--- src/rtl/rxlen_pkg.sv ---
`timescale 1ns/1ps
package rxlen_pkg;
   // which half of the split register a CPU access selects
   typedef enum logic {
      HALF_LO = 1'b0,
      HALF_HI = 1'b1
   } half_e;

   // what a read returns
   typedef enum logic {
      VIEW_COUNT = 1'b0,
      VIEW_LIMIT = 1'b1
   } view_e;

   localparam int unsigned DEF_CNT_W     = 13;
   localparam int unsigned DEF_BUS_W     = 8;
   localparam int unsigned DEF_MIN_LIMIT = 4;
   localparam int unsigned DEF_RST_LIMIT = 32'h800;
endpackage

--- src/rtl/rxlen_limit_reg.sv ---
`timescale 1ns/1ps
module rxlen_limit_reg #(
   parameter int unsigned CNT_W     = 13,
   parameter int unsigned BUS_W     = 8,
   parameter int unsigned RST_LIMIT = 32'h800
) (
   input  logic             clk,
   input  logic             rst_n,
   input  logic             wr_lo,
   input  logic             wr_hi,
   input  logic [BUS_W-1:0] wdata,
   output logic [CNT_W-1:0] limit_q
);
   localparam int unsigned HI_W = CNT_W - BUS_W;
   localparam logic [CNT_W-1:0] RST_VAL = CNT_W'(RST_LIMIT);

   logic [BUS_W-1:0] stage_q;

   // low half waits here until the high half arrives
   always_ff @(posedge clk or negedge rst_n) begin
      if (!rst_n) begin
         stage_q <= RST_VAL[BUS_W-1:0];
      end else if (wr_lo) begin
         stage_q <= wdata;
      end
   end

   // high-half write commits both halves at once; reserved bits fall away
   always_ff @(posedge clk or negedge rst_n) begin
      if (!rst_n) begin
         limit_q <= RST_VAL;
      end else if (wr_hi) begin
         limit_q <= {wdata[HI_W-1:0], stage_q};
      end
   end
endmodule

--- src/rtl/rxlen_byte_counter.sv ---
`timescale 1ns/1ps
module rxlen_byte_counter #(
   parameter int unsigned CNT_W     = 13,
   parameter int unsigned MIN_LIMIT = 4
) (
   input  logic             clk,
   input  logic             rst_n,
   input  logic             frame_start,
   input  logic             byte_rx,
   input  logic [CNT_W-1:0] limit,
   output logic [CNT_W-1:0] count_q,
   output logic             over_q
);
   localparam logic [CNT_W-1:0] MIN_VAL = CNT_W'(MIN_LIMIT);

   logic [CNT_W-1:0] eff_limit;
   logic             at_cap;

   // reserved small ceilings behave as the smallest legal one
   always_comb begin
      eff_limit = (limit < MIN_VAL) ? MIN_VAL : limit;
      at_cap    = (count_q >= eff_limit);
   end

   always_ff @(posedge clk or negedge rst_n) begin
      if (!rst_n) begin
         count_q <= '0;
         over_q  <= 1'b0;
      end else if (frame_start) begin
         count_q <= '0;
         over_q  <= 1'b0;
      end else if (byte_rx) begin
         if (at_cap) begin
            over_q <= 1'b1;
         end else begin
            count_q <= count_q + 1'b1;
         end
      end
   end
endmodule

--- src/rtl/rxlen_read_port.sv ---
`timescale 1ns/1ps
module rxlen_read_port
   import rxlen_pkg::*;
#(
   parameter int unsigned CNT_W       = 13,
   parameter int unsigned BUS_W       = 8,
   parameter bit          SNAPSHOT_EN = 1'b1
) (
   input  logic             clk,
   input  logic             rst_n,
   input  logic             rd,
   input  half_e            half,
   input  view_e            view,
   input  logic [CNT_W-1:0] limit,
   input  logic [CNT_W-1:0] count,
   output logic [BUS_W-1:0] rdata
);
   localparam int unsigned HI_W  = CNT_W - BUS_W;
   localparam int unsigned PAD_W = BUS_W - HI_W;

   logic [HI_W-1:0] cnt_hi;

   generate
      if (SNAPSHOT_EN) begin : g_snap
         logic [HI_W-1:0] snap_q;
         // a low-byte count read freezes the upper bits for the follow-up read
         always_ff @(posedge clk or negedge rst_n) begin
            if (!rst_n) begin
               snap_q <= '0;
            end else if (rd && half == HALF_LO && view == VIEW_COUNT) begin
               snap_q <= count[CNT_W-1:BUS_W];
            end
         end
         assign cnt_hi = snap_q;
      end else begin : g_live
         assign cnt_hi = count[CNT_W-1:BUS_W];
      end
   endgenerate

   always_comb begin
      unique case ({view, half})
         {VIEW_LIMIT, HALF_LO}: rdata = limit[BUS_W-1:0];
         {VIEW_LIMIT, HALF_HI}: rdata = {{PAD_W{1'b0}}, limit[CNT_W-1:BUS_W]};
         {VIEW_COUNT, HALF_LO}: rdata = count[BUS_W-1:0];
         default:               rdata = {{PAD_W{1'b0}}, cnt_hi};
      endcase
   end
endmodule

--- src/rtl/rxlen_guard.sv ---
`timescale 1ns/1ps
module rxlen_guard
   import rxlen_pkg::*;
#(
   parameter int unsigned CNT_W       = DEF_CNT_W,
   parameter int unsigned BUS_W       = DEF_BUS_W,
   parameter int unsigned MIN_LIMIT   = DEF_MIN_LIMIT,
   parameter int unsigned RST_LIMIT   = DEF_RST_LIMIT,
   parameter bit          SNAPSHOT_EN = 1'b1
) (
   input  logic             clk,
   input  logic             rst_n,
   input  logic             cpu_wr,
   input  logic             cpu_rd,
   input  logic             cpu_addr,
   input  logic [BUS_W-1:0] cpu_wdata,
   output logic [BUS_W-1:0] cpu_rdata,
   input  logic             test_sel,
   input  logic             frame_start,
   input  logic             byte_rx,
   output logic             over_len
);
   // elaboration-time parameter checks
   generate
      if (CNT_W <= BUS_W || CNT_W >= 2 * BUS_W) begin : g_bad_width
         $error("rxlen_guard: CNT_W must lie strictly between BUS_W and 2*BUS_W");
      end
      if (MIN_LIMIT < 1 || MIN_LIMIT >= (1 << CNT_W)) begin : g_bad_min
         $error("rxlen_guard: MIN_LIMIT out of range");
      end
      if (RST_LIMIT < MIN_LIMIT || RST_LIMIT >= (1 << CNT_W)) begin : g_bad_rst
         $error("rxlen_guard: RST_LIMIT must be legal and fit CNT_W");
      end
   endgenerate

   half_e            half;
   view_e            view;
   logic             wr_lo;
   logic             wr_hi;
   logic [CNT_W-1:0] limit_q;
   logic [CNT_W-1:0] count_q;

   always_comb begin
      half  = half_e'(cpu_addr);
      view  = view_e'(test_sel);
      wr_lo = cpu_wr && (half == HALF_LO);
      wr_hi = cpu_wr && (half == HALF_HI);
   end

   rxlen_limit_reg #(
      .CNT_W     (CNT_W),
      .BUS_W     (BUS_W),
      .RST_LIMIT (RST_LIMIT)
   ) u_limit (
      .clk     (clk),
      .rst_n   (rst_n),
      .wr_lo   (wr_lo),
      .wr_hi   (wr_hi),
      .wdata   (cpu_wdata),
      .limit_q (limit_q)
   );

   rxlen_byte_counter #(
      .CNT_W     (CNT_W),
      .MIN_LIMIT (MIN_LIMIT)
   ) u_count (
      .clk         (clk),
      .rst_n       (rst_n),
      .frame_start (frame_start),
      .byte_rx     (byte_rx),
      .limit       (limit_q),
      .count_q     (count_q),
      .over_q      (over_len)
   );

   rxlen_read_port #(
      .CNT_W       (CNT_W),
      .BUS_W       (BUS_W),
      .SNAPSHOT_EN (SNAPSHOT_EN)
   ) u_read (
      .clk   (clk),
      .rst_n (rst_n),
      .rd    (cpu_rd),
      .half  (half),
      .view  (view),
      .limit (limit_q),
      .count (count_q),
      .rdata (cpu_rdata)
   );
endmodule

--- config.mk ---
export PLATFORM = sky130hd
export DESIGN_NAME = rxlen_guard
export DESIGN_NICKNAME = d
export VERILOG_FILES = /design/src/rtl/rxlen_pkg.sv /design/src/rtl/rxlen_limit_reg.sv /design/src/rtl/rxlen_byte_counter.sv /design/src/rtl/rxlen_read_port.sv /design/src/rtl/rxlen_guard.sv
export SDC_FILE = /design/constraint.sdc
export NUM_CORES = 1
export LEC_CHECK = 0
export BUFFER_PORTS_ARGS = -buffer_cell sky130_fd_sc_hd__buf_2
export CAP_MARGIN = 20
export CORE_MARGIN = 4
export CORE_UTILIZATION = 45
export DETAILED_ROUTE_END_ITERATION = 8
export GPL_TIMING_DRIVEN = 1
export SLEW_MARGIN = 25
export SYNTH_ARGS = -nofsm -noshare
export SYNTH_HDL_FRONTEND = slang
export SYNTH_SLANG_ARGS = --single-unit
--- constraint.sdc ---
create_clock -name clk -period 3.18 [get_ports clk]
set_input_delay 0.318 -clock clk [delete_from_list [all_inputs] [get_ports clk]]
set_output_delay 0.318 -clock clk [all_outputs]
set_load 0.1 [all_outputs]
### Word-level counts from Yosys, hierarchy flattened

Cells that the tools add are included.

* register bits after elaboration: 40
* input port bits: 16
* output and inout port bits: 9
* word-level logic and storage cells: 30

* add/sub/neg operators: 1
* magnitude comparators: 2
* eq/ne operators: 3
* multiplexer cells: 8
* bitwise gates (word level): 2
* reductions and logical operators: 9

Operators by type and width (number)
* 2-to-1 mux 13 bit: 4
* case mux 8 bit (3 select lines): 1
* adder 13 x 1 -> 13 bit (second input constant): 1
* >= comparator 13 bit: 1
* < comparator 13 x 3 -> 1 bit (second input constant): 1
* equality test 2 bit (second input constant): 2
* logical AND 1 bit: 4
* AND reduction 2 bit: 2
* nonzero test 2 bit: 2
* 2-to-1 mux 1 bit: 3
* logical NOT 2 bit: 1
* inequality test 2 bit (second input constant): 1
* inverter 1 bit: 2

### Longest topological paths before layout

* word-level depth: 6
* depth in mapped cells: 11
* depth with buffers taken out: 10

### Cells and area by module

Synthesis repeated with hierarchy kept, for this count alone.

* cells, all modules: 198
* area total of the unflattened synthesis: 2362.3 um2

By module, submodules not included
* rxlen_byte_counter: instances 1, cells each 128, area an instance 1133.6 um2, seq. area each 350.3 um2
* rxlen_limit_reg: instances 1, cells each 44, area an instance 817.0 um2, seq. area each 526.8 um2
* rxlen_read_port: instances 1, cells each 24, area an instance 395.4 um2, seq. area each 125.1 um2
* rxlen_guard: instances 1, cells each 2, area an instance 16.3 um2, seq. area each 0.0 um2

### Least setup slack after synthesis

OpenSTA, ideal clock, no wires.

* path type: input -> output
* start point: input port test_sel
* end point: output port cpu_rdata[5]
* arrival time: 2.139 ns
* data required time: 2.862 ns
* slack: 0.723 ns
* stages on the path: 3
* buffers on the path: 1
* path through: clkbuf_1 -> mux2i_1 -> nor2_1

* cells in the longest elaborated chain, start to end: 2
* elaborated cells on any way between the ends: 4
* classes of those cells: 2 x eq/ne; 1 x mux; 1 x reduce/logical

RTL lines
* start, declared: line rxlen_guard.sv:18 `input logic test_sel,`
* equality test 2 bit or logical NOT 2 bit (tied branches): line rxlen_read_port.sv:41 `unique case ({view, half})`
* case mux 8 bit (3 select lines) (*): line rxlen_read_port.sv:41
* end, declared: line rxlen_guard.sv:17 `output logic [BUS_W-1:0] cpu_rdata,`

Every way passes the cells marked *; elsewhere a longest branch is shown, timed or not.

### Final worst setup path

* start point: register u_limit.limit_q[2]
* end point: register u_count.count_q[7]

* cells in the longest elaborated chain, start to end: 5

RTL lines
* start, declared: line rxlen_limit_reg.sv:12 `output logic [CNT_W-1:0] limit_q`
* start signal, assigned: line rxlen_limit_reg.sv:33 `limit_q <= {wdata[HI_W-1:0], stage_q};`
* < comparator 13 x 3 -> 1 bit: line rxlen_byte_counter.sv:21 `eff_limit = (limit < MIN_VAL) ? MIN_VAL : limit;`
* 2-to-1 mux 13 bit (*): line rxlen_byte_counter.sv:21
* >= comparator 13 bit (*): line rxlen_byte_counter.sv:22 `at_cap = (count_q >= eff_limit);`
* inequality test 2 bit (no source line) (*)
* AND reduction 2 bit (no source line) (*)
* end signal, assigned: line rxlen_byte_counter.sv:36 `count_q <= count_q + 1'b1;`
* end, declared: line rxlen_byte_counter.sv:11 `output logic [CNT_W-1:0] count_q,`

Marked as above.
A chain may end at the register's enable or synchronous reset.

==> impl_results.md <==
- Result of the run: finished, final reports clean
- Area of the core: about 4800 um2
- Startpoint of the worst-slack reg-to-reg timing path: u_limit.limit_q[2]
- Sort of element at the start of the critical path: flop
- Drt initial violations: slightly above 100
- Max incr delay on CP: a little under 0.5 ns
- Length in cells of the worst reg-to-reg path: 10
- Maximum number of pins on one net before global-route repair: 41
- Maximum operating frequency: about 0.36 GHz
- Height of the die: around 79 um
- Synthesis-stage register bit count: 40
- # rows: 25
- Cell with the largest stage delay on the worst path: sky130_fd_sc_hd__or4_1
- Critical path cell sequence: nor4_1 > nand3_1 > nand2_1 > ha_1 > nor2b_1 > o21ai_2 > a311o_2 > nand4_2 > or4_1 > a21oi_1
- Leakage dissipation: 0.00116 uW
- Via count of the first global-routing pass: 1694
- Area grow syn2layout: 12.6%
- # DRC: 0
- Maximum buffer depth of the clock tree: 2
- Flop-to-flop setup slack: 0.37 ns
- Total of warnings raised by yosys: 0
- Gates resized, CTS repair: 0
- Switching power: about 430 uW
- Unrepaired setup endpoints after global routing: no
- Total clock buffers created by CTS: 5
- Final Setup Violations: 0
- Slew @ Worst Pin: just under 0.9 ns
- Post-CTS setup buffer count: 0
- Area contributors post-synth: sky130_fd_sc_hd__dfrtp_1 (43%), sky130_fd_sc_hd__mux2_2 (13%), sky130_fd_sc_hd__ha_1 (7.8%)
- Worst path bufs/invs: 0
- Per-cell via count in the routed design: roughly 5.6
- Time the final worst path needs with I/O delays and setup: 2.81 ns
- CTS tree: built
- Chip Width: roughly 79 um
- Wirelength, routed: between 4000 and 5000 um
- ANT cells: 0
- Cts-stage hold buffer count: 0
- Worst-case vdd ir drop: 325 uV
- Gate count after technology mapping: slightly below 200
- DP Wirelength: approximately 3700 um
- Htree depth: 2
- Power share of the combinational group: 0.232
- Kind of end point of the critical path: flop
- Total global routing track utilization: 0.173
- Worst Skew: 0.0101 ns
- Period Utilization, post-route: 0.885
- Worst path required time: about 3.4 ns
- First-pass GRT wire length: between 8000 and 9000 um
- Hold Path Class: primary input to async pin
- Post-synthesis sequential area ratio: 0.444
- Syn Nets: between 200 and 250
- Setup TNS Final: 0 ns
- Wire per inst: 16.7 um
- Clk sinks: 40
- Vias: around 1.6k
- Buffer cell driving the clock tree root: sky130_fd_sc_hd__clkbuf_8
- Largest area contributor in the synthesized netlist: sky130_fd_sc_hd__dfrtp_1
- Top-Level Pins: 25
- Signal arrival time at the worst endpoint: slightly above 3 ns
- Fin util: 0.531
- Clock network power share: 0.309
- Worst rel slew slack: 0.419
- Max Fanout on Critical Path: 13
- Pwr dens: between 500 and 600 nW/um2
- Type of the worst setup path: flop to flop
- Final number of max-transition violations: 0
- Area share of the leading cell type in the synthesized netlist: 0.432
- Total Die Area: around 6200 um2
- Switching share of power: 0.323
- Antenna violations before repair: 0
- DRT antenna net count: 0
- Share of layout cells above drive strength 1: 0.342
- Worst path top cell family by delay: simple AND/OR/NAND/NOR gates
- Overflow left after global routing: 0
- Worst hold slack: between 0.1 and 0.15 ns
- Drt pass-1 iters: 4
- Mean Syn Cell Area: around 12 um2
- Final hold viol count: 0
- End of the worst register-to-register path: u_count.count_q[7]
- Count of port buffers added during placement: 24
- Routability-driven placement congestion ratio: 0.833
- Clock transition time at the flip-flop clock pins of the worst setup and hold paths: 0.08 ns
- Count of cell types in the netlist: just over 40
- Insertion delay to the later sink of the worst-skew pair: about 0.30 ns
- Max-cap violations: 0
- Pint: 905 uW
- Net total in the final layout: between 200 and 300
- Seq pwr share: 0.459
- Area of the mapped netlist: around 2300 um2
- Initial Util: 0.472
## through the flow
stage               setup slack (ns)  area (um2)  instances  power (uW)
finish                         0.367        2540        289        1340
detailed placement             0.396        2430        281         937
floorplan                      0.723        2260        196         858
CTS                            0.373        2540        289        1350
global placement               0.515        2430        281         924
global route                   0.139        2540        289        1410
## layer usage
layer / track usage / vias up / wire [um]
met4: 0.0481 / 0 / 60
met1: 0.233 / 824 / 2220
met3: 0.0363 / 7 / 218
met2: 0.286 / 34 / 2320
met5: 0 / - / 0
li1: - / 761 / -
## worst max-delay path by stage
stage | start | to | cells after the start
6_report | u_limit.limit_q[2] | u_count.count_q[7] | 10
5_1_grt | u_limit.limit_q[2] | u_count.count_q[7] | 10
4_1_cts | u_limit.limit_q[2] | u_count.count_q[7] | 10
3_5_place_dp | u_limit.limit_q[2] | u_count.count_q[7] | 10
3_3_place_gp | u_limit.limit_q[3] | u_count.count_q[7] | 10
2_1_floorplan | test_sel | cpu_rdata[5] | 3
## placed cells by master (no fill, tap or decap), types with 2 or more instances in the layout
| cell type | count |
|---|---|
| sky130_fd_sc_hd__nor4_1 | 2 |
| sky130_fd_sc_hd__o31ai_1 | 3 |
| sky130_fd_sc_hd__clkbuf_8 | 5 |
| sky130_fd_sc_hd__o21ai_0 | 5 |
| sky130_fd_sc_hd__nor2b_1 | 4 |
| sky130_fd_sc_hd__nand4_1 | 5 |
| sky130_fd_sc_hd__inv_1 | 13 |
| sky130_fd_sc_hd__mux2i_1 | 4 |
| sky130_fd_sc_hd__a21oi_1 | 12 |
| sky130_fd_sc_hd__and2_1 | 3 |
| sky130_fd_sc_hd__nand2_1 | 7 |
| sky130_fd_sc_hd__or4_1 | 4 |
| sky130_fd_sc_hd__mux4_2 | 5 |
| sky130_fd_sc_hd__dfrtp_1 | 39 |
| sky130_fd_sc_hd__or3_1 | 4 |
| sky130_fd_sc_hd__mux2_2 | 26 |
| sky130_fd_sc_hd__xnor2_1 | 2 |
| sky130_fd_sc_hd__nor2_2 | 2 |
| sky130_fd_sc_hd__ha_1 | 14 |
| sky130_fd_sc_hd__nand3_1 | 7 |
| sky130_fd_sc_hd__buf_2 | 24 |
| sky130_fd_sc_hd__o21ai_2 | 2 |
| sky130_fd_sc_hd__nor2_1 | 10 |
## cells by family (layout without fill, tap and decap cells)
kind of cell	Yosys count	in the layout	share of synthesized area
AND/OR/NAND/NOR	57	57	0.146
flip-flops	40	40	0.444
multiplexers	36	36	0.204
AO/OA/AOI/OAI	27	27	0.0815
buffers and inverters	19	45	0.0349
adder cells (fa/ha/maj)	14	14	0.0776
XOR/XNOR	3	3	0.0116
## cell type report
type,count,area [um2]
clock buffer,5,68.8
multi-input combinational,137,1180
inverter,13,48.8
fill,434,2240
sequential,40,1000
clock inverter,3,42.5
timing repair buffer,24,120
tap,67,83.8
## state kept, by name, summed over array words and instances, names as in the netlist
signal / count
u_limit.stage_q: 8
u_limit.limit_q: 13
u_count.count_q: 13
u_count.over_q: 1
u_read.cnt_hi: 5
## cell usage after synthesis, drive strengths merged
master / number
dfrtp: 39
mux4: 5
nand4: 6
nor3b: 1
a31oi: 1
mux2: 27
and3: 2
nor4: 2
o31ai: 3
nand3: 8
a41oi: 1
nor2: 12
ha: 14
or3: 4
a311o: 1
dfstp: 1
or4: 4
and2: 3
o21ai: 8
clkbuf: 4
and4: 1
buf: 2
inv: 13
xor2: 1
a21oi: 13
nand2: 7
xnor2: 2
nand2b: 2
nor3: 1
mux2i: 4
nor2b: 4
## power by group through the flow
stage	sequential [uW]	clock [uW]	combinational, uW
floorplan	602	0	256
global placement	621	0	303
detailed placement	626	0	311
CTS	616	423	313
global route	622	447	338
finish	614	413	310
Power figures use the tool's default switching activity.
